File: config.mk
export PLATFORM = sky130hd
export DESIGN_NAME = irq_accept_ctrl
export DESIGN_NICKNAME = d
export VERILOG_FILES = /design/src/rtl/irq_accept_pkg.sv /design/src/rtl/irq_cause_bank.sv /design/src/rtl/irq_prio_arb.sv /design/src/rtl/irq_status.sv /design/src/rtl/irq_accept_ctrl.sv
export SDC_FILE = /design/constraint.sdc
export NUM_CORES = 1
export LEC_CHECK = 0
export ABC_CLOCK_PERIOD_IN_PS = 11800
export BUFFER_PORTS_ARGS = -buffer_cell sky130_fd_sc_hd__buf_2
export CORE_UTILIZATION = 25
export DETAILED_ROUTE_END_ITERATION = 8
export GPL_TIMING_DRIVEN = 1
export HOLD_SLACK_MARGIN = 0.02
export SYNTH_ARGS = -nofsm -noshare
export SYNTH_HDL_FRONTEND = slang
export SYNTH_HIERARCHICAL = 1
export SYNTH_SLANG_ARGS = --single-unit
File: constraint.sdc
create_clock -name clk -period 11.8 [get_ports clk]
set_clock_uncertainty 0.1 [all_clocks]
set_input_delay 0.59 -clock clk [delete_from_list [all_inputs] [get_ports clk]]
set_output_delay 0.59 -clock clk [all_outputs]
set_load 0.03 [all_outputs]
File: src/rtl/irq_accept_pkg.sv
package irq_accept_pkg;
  localparam int LVL_W = 3;
  typedef logic [LVL_W-1:0] lvl_t;
  // highest encoding marks a source as switched off
  localparam lvl_t LVL_OFF = '1;
endpackage

File: src/rtl/irq_cause_bank.sv
module irq_cause_bank #(
  parameter int NSRC = 8
) (
  input  logic            clk,
  input  logic            rst,
  input  logic [NSRC-1:0] evt_i,
  input  logic [NSRC-1:0] clr_i,
  input  logic [NSRC-1:0] take_i,
  output logic [NSRC-1:0] cause_o,
  output logic [NSRC-1:0] busy_o
);
  for (genvar g = 0; g < NSRC; g++) begin : g_src
    always_ff @(posedge clk) begin
      if (rst) begin
        cause_o[g] <= 1'b0;
      end else if (evt_i[g]) begin
        cause_o[g] <= 1'b1;
      end else if (clr_i[g]) begin
        cause_o[g] <= 1'b0;
      end
    end

    // busy marks a source already handed to the transfer service
    always_ff @(posedge clk) begin
      if (rst) begin
        busy_o[g] <= 1'b0;
      end else if (take_i[g]) begin
        busy_o[g] <= 1'b1;
      end else if (clr_i[g]) begin
        busy_o[g] <= 1'b0;
      end
    end
  end
endmodule

File: src/rtl/irq_prio_arb.sv
module irq_prio_arb
  import irq_accept_pkg::*;
#(
  parameter int NSRC = 8,
  localparam int IDW = $clog2(NSRC)
) (
  input  logic [NSRC-1:0] req_i,
  input  lvl_t [NSRC-1:0] lvl_i,
  output logic            hit_o,
  output logic [IDW-1:0]  id_o,
  output lvl_t            lvl_o
);
  always_comb begin
    hit_o = 1'b0;
    id_o  = '0;
    lvl_o = LVL_OFF;
    // strict compare keeps the earlier index on ties and never picks LVL_OFF
    for (int i = 0; i < NSRC; i++) begin
      if (req_i[i] && (lvl_i[i] < lvl_o)) begin
        hit_o = 1'b1;
        id_o  = IDW'(i);
        lvl_o = lvl_i[i];
      end
    end
  end
endmodule

File: src/rtl/irq_status.sv
module irq_status
  import irq_accept_pkg::*;
#(
  parameter int NSRC = 8,
  localparam int IDW = $clog2(NSRC)
) (
  input  logic           clk,
  input  logic           rst,
  input  logic           hit_i,
  input  logic [IDW-1:0] win_id_i,
  input  lvl_t           win_lvl_i,
  input  logic           win_svc_i,
  input  logic           swi_i,
  input  logic           reti_i,
  input  logic           ps_wr_i,
  input  lvl_t           ps_ilm_i,
  input  logic           ps_ie_i,
  output logic           take_svc_o,
  output logic           ack_o,
  output logic [IDW-1:0] ack_id_o,
  output lvl_t           ack_lvl_o,
  output logic           svc_start_o,
  output logic [IDW-1:0] svc_id_o,
  output logic           trap_o,
  output lvl_t           ilm_o,
  output logic           ie_o
);
  lvl_t ilm_q, sv_ilm_q;
  logic ie_q, sv_ie_q;
  logic pass, take_irq;

  assign pass       = hit_i && (win_lvl_i < ilm_q) && ie_q && !reti_i && !swi_i && !ps_wr_i;
  assign take_irq   = pass && !win_svc_i;
  assign take_svc_o = pass && win_svc_i;

  always_ff @(posedge clk) begin
    if (rst) begin
      ilm_q       <= LVL_OFF;
      ie_q        <= 1'b1;
      sv_ilm_q    <= LVL_OFF;
      sv_ie_q     <= 1'b1;
      ack_o       <= 1'b0;
      ack_id_o    <= '0;
      ack_lvl_o   <= '0;
      svc_start_o <= 1'b0;
      svc_id_o    <= '0;
      trap_o      <= 1'b0;
    end else begin
      ack_o       <= 1'b0;
      svc_start_o <= 1'b0;
      trap_o      <= 1'b0;
      if (reti_i) begin
        ilm_q <= sv_ilm_q;
        ie_q  <= sv_ie_q;
      end else if (swi_i) begin
        sv_ilm_q <= ilm_q;
        sv_ie_q  <= ie_q;
        ie_q     <= 1'b0;
        trap_o   <= 1'b1;
      end else if (ps_wr_i) begin
        ilm_q <= ps_ilm_i;
        ie_q  <= ps_ie_i;
      end else if (take_irq) begin
        sv_ilm_q  <= ilm_q;
        sv_ie_q   <= ie_q;
        ilm_q     <= win_lvl_i;
        ie_q      <= 1'b0;
        ack_o     <= 1'b1;
        ack_id_o  <= win_id_i;
        ack_lvl_o <= win_lvl_i;
      end else if (take_svc_o) begin
        svc_start_o <= 1'b1;
        svc_id_o    <= win_id_i;
      end
    end
  end

  assign ilm_o = ilm_q;
  assign ie_o  = ie_q;
endmodule

File: src/rtl/irq_accept_ctrl.sv
module irq_accept_ctrl
  import irq_accept_pkg::*;
#(
  parameter int NSRC = 8,
  localparam int IDW = $clog2(NSRC)
) (
  input  logic                  clk,
  input  logic                  rst,
  input  logic [NSRC-1:0]       evt_i,
  input  logic [NSRC-1:0]       clr_i,
  input  logic [NSRC-1:0]       en_i,
  input  logic [NSRC*LVL_W-1:0] lvl_i,
  input  logic [NSRC-1:0]       svc_i,
  input  logic                  swi_i,
  input  logic                  reti_i,
  input  logic                  ps_wr_i,
  input  logic [LVL_W-1:0]      ps_ilm_i,
  input  logic                  ps_ie_i,
  output logic                  ack_o,
  output logic [IDW-1:0]        ack_id_o,
  output logic [LVL_W-1:0]      ack_lvl_o,
  output logic                  svc_start_o,
  output logic [IDW-1:0]        svc_id_o,
  output logic                  trap_o,
  output logic [LVL_W-1:0]      ilm_o,
  output logic                  ie_o
);
  lvl_t [NSRC-1:0] lvl_arr;
  logic [NSRC-1:0] cause, busy, req, take_vec;
  logic            hit, take_svc;
  logic [IDW-1:0]  win_id;
  lvl_t            win_lvl;

  for (genvar g = 0; g < NSRC; g++) begin : g_lvl
    assign lvl_arr[g] = lvl_i[g*LVL_W +: LVL_W];
  end

  assign req      = cause & en_i & ~busy;
  assign take_vec = take_svc ? (NSRC'(1) << win_id) : '0;

  irq_cause_bank #(.NSRC(NSRC)) u_bank (
    .clk(clk), .rst(rst), .evt_i(evt_i), .clr_i(clr_i), .take_i(take_vec),
    .cause_o(cause), .busy_o(busy)
  );

  irq_prio_arb #(.NSRC(NSRC)) u_arb (
    .req_i(req), .lvl_i(lvl_arr), .hit_o(hit), .id_o(win_id), .lvl_o(win_lvl)
  );

  irq_status #(.NSRC(NSRC)) u_stat (
    .clk(clk), .rst(rst), .hit_i(hit), .win_id_i(win_id), .win_lvl_i(win_lvl),
    .win_svc_i(svc_i[win_id]), .swi_i(swi_i), .reti_i(reti_i),
    .ps_wr_i(ps_wr_i), .ps_ilm_i(ps_ilm_i), .ps_ie_i(ps_ie_i),
    .take_svc_o(take_svc), .ack_o(ack_o), .ack_id_o(ack_id_o),
    .ack_lvl_o(ack_lvl_o), .svc_start_o(svc_start_o), .svc_id_o(svc_id_o),
    .trap_o(trap_o), .ilm_o(ilm_o), .ie_o(ie_o)
  );
endmodule

Word-level counts from Yosys, hierarchy flattened
Index checks and enable logic that the tools add are counted.
{ "word_totals": {"reg_bits": 36, "latchBits": 0, "ram_bits": 0, "mem_bits_ro": 0, "out_inout_bits": 16, "n_memories": 0} }
{ "op_classes": {"n_addsub": 0, "mul": 0, "div_mod_pow": 0, "magnitude_cmp": 10, "eq_ne": 2, "shifts": 1, "muxes": 67, "n_bitwise": 7, "reduce_logical": 45} }
{ "ops": {"columns": ["cell", "n"], "rows": [
  ["$mux 3", 19],
  ["$mux 1", 44],
  ["$reduce_bool 2->1", 17],
  ["$lt 3x3->1", 8],
  ["$and 8x8->8", 2],
  ["$logic_and 1x1->1", 15],
  ["$mux 8", 1],
  ["$not 8->8", 1],
  ["$shl 1x3->8 const A", 1],
  ["$reduce_and 5->1", 1],
  ["$reduce_or 5->1", 1],
  ["$logic_not 1->1", 4],
  ["$lt 3x4->1 const B", 1],
  ["$mux 2", 2],
  ["$not 1->1", 4],
  ["$reduce_and 4->1", 1],
  ["$reduce_bool 4->1", 1],
  ["$reduce_or 4->1", 1],
  ["$bmux 1 s3", 1],
  ["$lt 3x3->1 const B", 1],
  ["$reduce_and 3->1", 1],
  ["$reduce_bool 3->1", 1],
  ["$ne 2x1->1 const B", 1],
  ["$ne 2x2->1 const B", 1],
  ["2 further kinds", 2]
]} }

Longest topological paths before layout
{ "logic_depth": {"depth_word": 36, "mapped_depth": 36} }

By module
The synthesis kept the hierarchy.
{ "modules_own_cells": {"columns": ["module", "instances", "cells_per_inst", "area_per_inst_um2", "seq_area_each_um2"], "rows": [
  ["irq_prio_arb", 1, 170, 1158.6, 0.0],
  ["irq_status", 1, 106, 939.7, 400.4],
  ["irq_cause_bank", 1, 66, 629.4, 320.3],
  ["irq_accept_ctrl", 1, 33, 188.9, 0.0]
]} }

Worst setup path after synthesis
OpenSTA, ideal clock, no wires.
{ "synth_path": {"path_type": "input to register", "startpoint": "input en_i[0]", "endpoint": "register u_bank.busy_o[0]", "arrival_ps": 6951, "required_ps": 11584, "setup_slack_ps": 4633, "stages": 36, "path_buffers": 2, "cell_sequence": "nand2_1 nor2_1 nand3b_1 and3b_4 nor3_4 o21ai_0 o221ai_1 o21a_2 mux2i_2 a2111oi_4 o32ai_2 and2_1 mux2_1 inv_1 ha_1 o21a_1 nor2_1 inv_1 o41ai_4 mux2_4 ha_1 nor2b_1 nand2_1 o21a_2 and2b_4 nand2_1 clkbuf_2 mux4_1 mux2_2 inv_1 clkbuf_1 nor2_1 nand2b_1 nor3_1 inv_1 a21oi_1"} }
{ "synth_between": {"word_cells_on_any_way": 53} }
{ "synth_rtl": {"columns": ["item", "line_no", "text"], "rows": [
  ["from (decl)", "irq_accept_ctrl.sv:11", "input logic [NSRC-1:0] en_i,"],
  ["$and 8x8->8 (*) (2 in series)", "irq_accept_ctrl.sv:38", "assign req = cause & en_i & ~busy;"],
  ["net req[0]", "irq_accept_ctrl.sv:29", "logic [NSRC-1:0] cause, busy, req, take_vec;"],
  ["$logic_and 1x1->1 (*)", "irq_prio_arb.sv:19", "if (req_i[i] && (lvl_i[i] < lvl_o)) begin"],
  ["$mux 3 (*)", "irq_prio_arb.sv:19", null],
  ["$lt 3x3->1", "irq_prio_arb.sv:19", null],
  ["$logic_and 1x1->1", "irq_prio_arb.sv:19", null],
  ["$mux 3 (*)", "irq_prio_arb.sv:19", null],
  ["$lt 3x3->1", "irq_prio_arb.sv:19", null],
  ["(+17 left out)", null, null],
  ["net win_id[1]", "irq_accept_ctrl.sv:31", "logic [IDW-1:0] win_id;"],
  ["$bmux 1 s3 (*)", "irq_accept_ctrl.sv:52", ".win_svc_i(svc_i[win_id]), .swi_i(swi_i), .reti_i(reti_i),"],
  ["$mux 1 (implied by the code) (*)", "irq_accept_ctrl.sv:52", null],
  ["$logic_and 1x1->1 (*)", "irq_status.sv:34", "assign take_svc_o = pass && win_svc_i;"],
  ["net take_svc", "irq_accept_ctrl.sv:30", "logic hit, take_svc;"],
  ["$mux 8 (*)", "irq_accept_ctrl.sv:39", "assign take_vec = take_svc ? (NSRC'(1) << win_id) : '0;"],
  ["net take_vec[0]", "irq_accept_ctrl.sv:29", null],
  ["$mux 1 / $reduce_bool 2->1 (equally long branches)", null, null],
  ["to (signal, indexed assignment)", "irq_cause_bank.sv:26", "busy_o[g] <= 1'b0;"],
  ["to (signal, indexed assignment)", "irq_cause_bank.sv:28", "busy_o[g] <= 1'b1;"],
  ["to (signal, indexed assignment)", "irq_cause_bank.sv:30", "busy_o[g] <= 1'b0;"],
  ["to (decl)", "irq_cause_bank.sv:10", "output logic [NSRC-1:0] busy_o"]
]} }
Mark *: on every way through the listed nets, which the timed path passes. The rest lies on a longest branch. The select of a mux whose other input is x is not followed.
A chain may end at the register's enable or synchronous reset.

Worst setup path after layout
{ "layout_path": {"startpoint": "input en_i[0]", "endpoint": "register u_stat.ilm_q[2], in the netlist u_stat/ilm_o[2]"} }
{ "layout_between": {"word_cells_on_any_way": 56} }
{ "layout_rtl": {"columns": ["item", "line_no", "text"], "rows": [
  ["$and 8x8->8 (*) (2 in series)", "irq_accept_ctrl.sv:38", null],
  ["net req[0]", "irq_accept_ctrl.sv:29", null],
  ["$logic_and 1x1->1 (*)", "irq_prio_arb.sv:19", null],
  ["$mux 3 (*)", "irq_prio_arb.sv:19", null],
  ["$lt 3x3->1", "irq_prio_arb.sv:19", null],
  ["$logic_and 1x1->1", "irq_prio_arb.sv:19", null],
  ["$mux 3 (*)", "irq_prio_arb.sv:19", null],
  ["$lt 3x3->1", "irq_prio_arb.sv:19", null],
  ["(+16 left out)", null, null],
  ["$mux 3 (*)", "irq_prio_arb.sv:19", null],
  ["net win_id[1]", "irq_accept_ctrl.sv:31", null],
  ["$bmux 1 s3 (*)", "irq_accept_ctrl.sv:52", null],
  ["$mux 1 (implied by the code) (*)", "irq_accept_ctrl.sv:52", null],
  ["$logic_not 1->1 (*)", "irq_status.sv:33", "assign take_irq = pass && !win_svc_i;"],
  ["$logic_and 1x1->1 (*)", "irq_status.sv:33", null],
  ["$reduce_bool 3->1 (no source line) (*)", null, null],
  ["$reduce_and 2->1 (no source line) (*)", null, null],
  ["to (signal assigned)", "irq_status.sv:53", "ilm_q <= sv_ilm_q;"],
  ["to (signal assigned)", "irq_status.sv:61", "ilm_q <= ps_ilm_i;"],
  ["to (signal assigned)", "irq_status.sv:66", "ilm_q <= win_lvl_i;"],
  ["to (decl)", "irq_status.sv:28", "lvl_t ilm_q, sv_ilm_q;"]
]} }
Marks and branches as above.

==> results summary <==
Counting both buffers and inverters, the worst setup path holds a total of 4. Among all stages on the critical path, the largest delay is contributed by mux4_1. The worst hold path begins at u_bank/cause_o[3]$_SDFFE_PP0P_.

The number of clock sinks came out at 36. The worst hold path terminates at u_bank/cause_o[3]$_SDFFE_PP0P_. The largest stage delay on the critical path is 0.58 ns. Summing all placed instances gives a cell area of 3420 um2.

The netlist area before placement is 2920 um2. TritonCTS created 5 clock buffers. The most used flip-flop cell after synthesis is dfxtp_1. The net switching power came out at 0.134 mW.

After synthesis, the cell types taking the most area are dfxtp_1 (25%), nand2b_1 (5.8%), nor2_1 (5.8%). The share of total power in sequential cells came out at 31.4%. The proportion of synthesized flip-flops having asynchronous set or reset is 0%.

The DRC marker count from the first detailed-route iteration came out at 152. The region available for standard cell placement spans 11400 um2. The sequential cell area fraction in the yosys report came out at 24.7%. Once detail routing completed, the nets flagged for antenna violations numbered 0.

On the final layout, the worst hold slack is 0.372 ns. The number of maximum-capacitance constraint violations came out at 0. The clock insertion delay at the later pin of the skew report is 0.28 ns. The synthesized-area fraction occupied by xor and xnor cells came out at 0%. The slew at the pin with the worst max-slew slack came out at 0.826 ns. The H-tree was split into 2 levels. The worst hold path belongs to the class reg2reg. The top cell type's share of synthesized area is 24.7%. The DRC violation count after routing came out at 0. The required time reported for the critical path endpoint came out at 11.86 ns. The post-cts hold buffer count came out at 0.

The critical path is of the in2reg type. The floorplan step defined a die boundary enclosing 12100 um2. The final critical delay including setup and external delays is 7.97 ns.

Across the VDD grid, the largest voltage drop is 0.0846 mV. By area, the combinational part of the netlist is dominated by compound AO/OA/AOI/OAI gates. Post-CTS timing repair inserted 0 buffers for setup. Of all nets on the critical path, the largest fanout is 13. The standby leakage power came out at 1.54 nW. For this design the top-level I/O count stands at 81. Buffers placed on the I/O ports in this run total 80.

The worst setup path is launched from an input pin. The clock slew seen by the registers of the worst setup and hold paths is 0.06 ns. The combinational cell fraction of total power came out at 31.1%.

The internal power is 0.277 mW. The filler-free cell count of the finished design is 596. The worst-case reg-to-reg path depth came out at 32.

The clock power share is 37.5%. Detailed placement finished with a half-perimeter wire length of 6440 um. For this run, the detailed router's first-pass iteration total came to 4. The commonest cells after synthesis are nor2_1 (45), dfxtp_1 (36), nand2_1 (35), inv_1 (32). The worst-case clock buffer depth is 2.

Yosys instantiated no cell more often than nor2_1. The largest net degree at the start of global routing came out at 41. The cell count of the worst hold path is 2. After Yosys synthesis, full adders, half adders and majority gates account for 2.57% of the synthesized area. The synthesized netlist devotes 28.5% of its cell area to simple gates. The share of cells above drive strength 1 came out at 28.3%.

The via count of the first global-routing pass is 2796. The startpoint identified for the worst register-to-register timing path is u_bank/cause_o[0]$_SDFFE_PP0P_. The instance count after placement with tap cells included came out at 588. The max-slew violation count came out at 0. The number of warnings reported in the yosys synthesis log is 6. The total routing usage reported by global routing came out at 13.4%. The worst setup path is captured at a flop. The clock tree from TritonCTS is yes.

The layout overhead on the synthesized area came out at 23.2%. The initial utilization of the core area, before any placement, comes to 25.7%. The kind of cell adding the most delay to the critical path is compound AO/OA/AOI/OAI gates. The total number of vias came out at 2908. Dividing the detail-routed via count by the number of cells gives 4.88.

Setup repair after global routing left no endpoint under its margin. The endpoint identified for the worst register-to-register timing path is u_stat/ilm_o[2]$_SDFFE_PP1P_. The routed length per placed instance came out at 13.4 um. The average size of a mapped cell came out at 7.78 um2.

The number of gates resized after cts is 0. The die extent in y came out at 110 um. In this run the core area contains 39 standard-cell rows. The synthesized netlist devotes 29.1% of its cell area to compound gates. The flow ran to the end, and the final reports show no timing, DRC or antenna violations.

At the end of the flow, the number of nets in the layout was 523. The number of nets produced by synthesis came out at 446. At the end of routability-driven placement, the weighted congestion stood at 0.806. The finished cells cover 3590 um2. For the final routed database, the setup TNS stands at 0 ns. The final count of negative-setup-slack endpoints came out at 0.

Synthesis inferred 36 register bits. The first-pass GRT wire length is 12800 um. The number of flops mapped to enable cells by yosys is 0.

The cell chosen for the clock root is clkbuf_16. The total overflow left after global routing is 0. In this run the power density over the cells is 115 nW/um2. The multiplexer area fraction after synthesis came out at 8.19%. The data arrival time of the critical path is 8.03 ns. The library cell with the largest summed area after synthesis is dfxtp_1. The fraction of power spent switching nets is 32.6%. The instance count of the mapped netlist is 375. The final hold violation count is 0.

The number of antenna diodes in the final layout is 0. The setup slack of the worst register-to-register path came out at 3.87 ns. The die span in x is 110 um. Measured on the finished design, the core utilization comes to 31.6%. The fmax came out at 125 MHz.

The fill cell instance count of the final layout is 1216. The initial antenna violation count came to 0. The post-synthesis cell type count came out at 69. The fraction of the cycle the final worst path needs is 67.6%. The total detailed-routing wirelength came out at 7970 um. The worst max-slew margin expressed relative to the limit came out at 44.9%.
[power by group through the flow]
stage,registers [mW],clock network (mW),logic [mW]
after global routing,0.130,0.163,0.141
final,0.129,0.154,0.128
after global placement,0.132,0,0.125
after CTS,0.129,0.159,0.128
after detailed placement,0.132,0,0.127
after floorplan,0.136,0,0.0896
[stage by stage]
step                setup slack [ns]  total power, mW
floorplan                       4.63            0.226
global placement                3.81            0.257
detailed placement              3.58            0.259
CTS                             3.87            0.417
global route                    3.33            0.434
finish                          3.83            0.412
[worst reg2reg max path: cells and delay by family (launching register included)]
kind	cells	cell delay (ns)
DFF	1	0.33
adders and majority gates	2	0.41
AOI/OAI and AO/OA	10	2.31
muxes	6	2.02
buffers and inverters	3	0.49
and+or+nand+nor	11	2.16
[sequential cells by signal (all words and copies together), names as in the netlist]
name                flops
u_stat/svc_id_o         3
u_stat/ilm_o            3
u_stat/ack_lvl_o        3
u_bank/busy_o           8
u_stat/trap_o           1
u_stat/ack_o            1
u_stat/sv_ilm_q         3
u_stat/ie_o             1
u_stat/ack_id_o         3
u_stat/svc_start_o      1
u_bank/cause_o          8
u_stat/sv_ie_q          1
[worst max-delay path by stage]
stage | from | endpoint | cells after the start
after detailed placement | en_i[0] | u_stat/ilm_o[2]$_SDFFE_PP1P_ | 33
final | en_i[0] | u_stat/ilm_o[2]$_SDFFE_PP1P_ | 33
after floorplan | en_i[0] | u_bank/busy_o[0]$_SDFFE_PP0P_ | 36
after global routing | en_i[0] | u_stat/ilm_o[2]$_SDFFE_PP1P_ | 33
after CTS | en_i[0] | u_stat/ilm_o[2]$_SDFFE_PP1P_ | 33
after global placement | en_i[0] | u_stat/ilm_o[2]$_SDFFE_PP1P_ | 33
[layout make-up]
cell class	count	area, um2	area share, %
Clock inverter	3	46.3	1.29
Inverter	32	120	3.34
Multi-Input combinational cell	296	1990	55.5
Tap cell	143	179	4.98
Sequential cell	36	721	20.1
Clock buffer	5	125	3.48
Timing Repair Buffer	81	408	11.4
[layer usage]
layer | part of all wire, % | GRT usage (%) | vias up | wire (um)
met3 | 4.1 | 2.18 | 6 | 329
met4 | 0.92 | 4.38 | 0 | 73
met2 | 47 | 22.8 | 64 | 3780
li1 | - | - | 1481 | -
met5 | 0 | 0 | - | 0
met1 | 48 | 17.2 | 1357 | 3790
[logic make-up after synthesis]
logic type               count (synthesis)
AO/OA/AOI/OAI                          110
adder cells (fa/ha/maj)                  6
buffers and inverters                   43
flip-flops                              36
multiplexers                            19
AND/OR/NAND/NOR                        161
[cells in the final DEF (no fill, tap or decap), types with 2 or more instances in the layout]
cell        n
o31a_1      2
inv_1      32
a31oi_1     4
o211ai_1    3
dfxtp_1    36
nand2_1    35
a21oi_2    13
a221oi_2    2
a22oi_1     2
a21o_1      2
nor3_1      9
and2_1      5
o21a_2      2
mux2i_1    12
buf_2      80
clkbuf_16   5
o21a_1      2
ha_1        6
a211oi_1    7
or2b_1      3
a21oi_1    27
o2111ai_1   2
o21ai_0    19
nor3b_1     2
nor2_1     45
o221ai_1    3
mux2_4      2
nand3_1    15
mux4_1      2
nand2b_1   27
nor2b_1     8
Power figures use the tool's default switching activity.
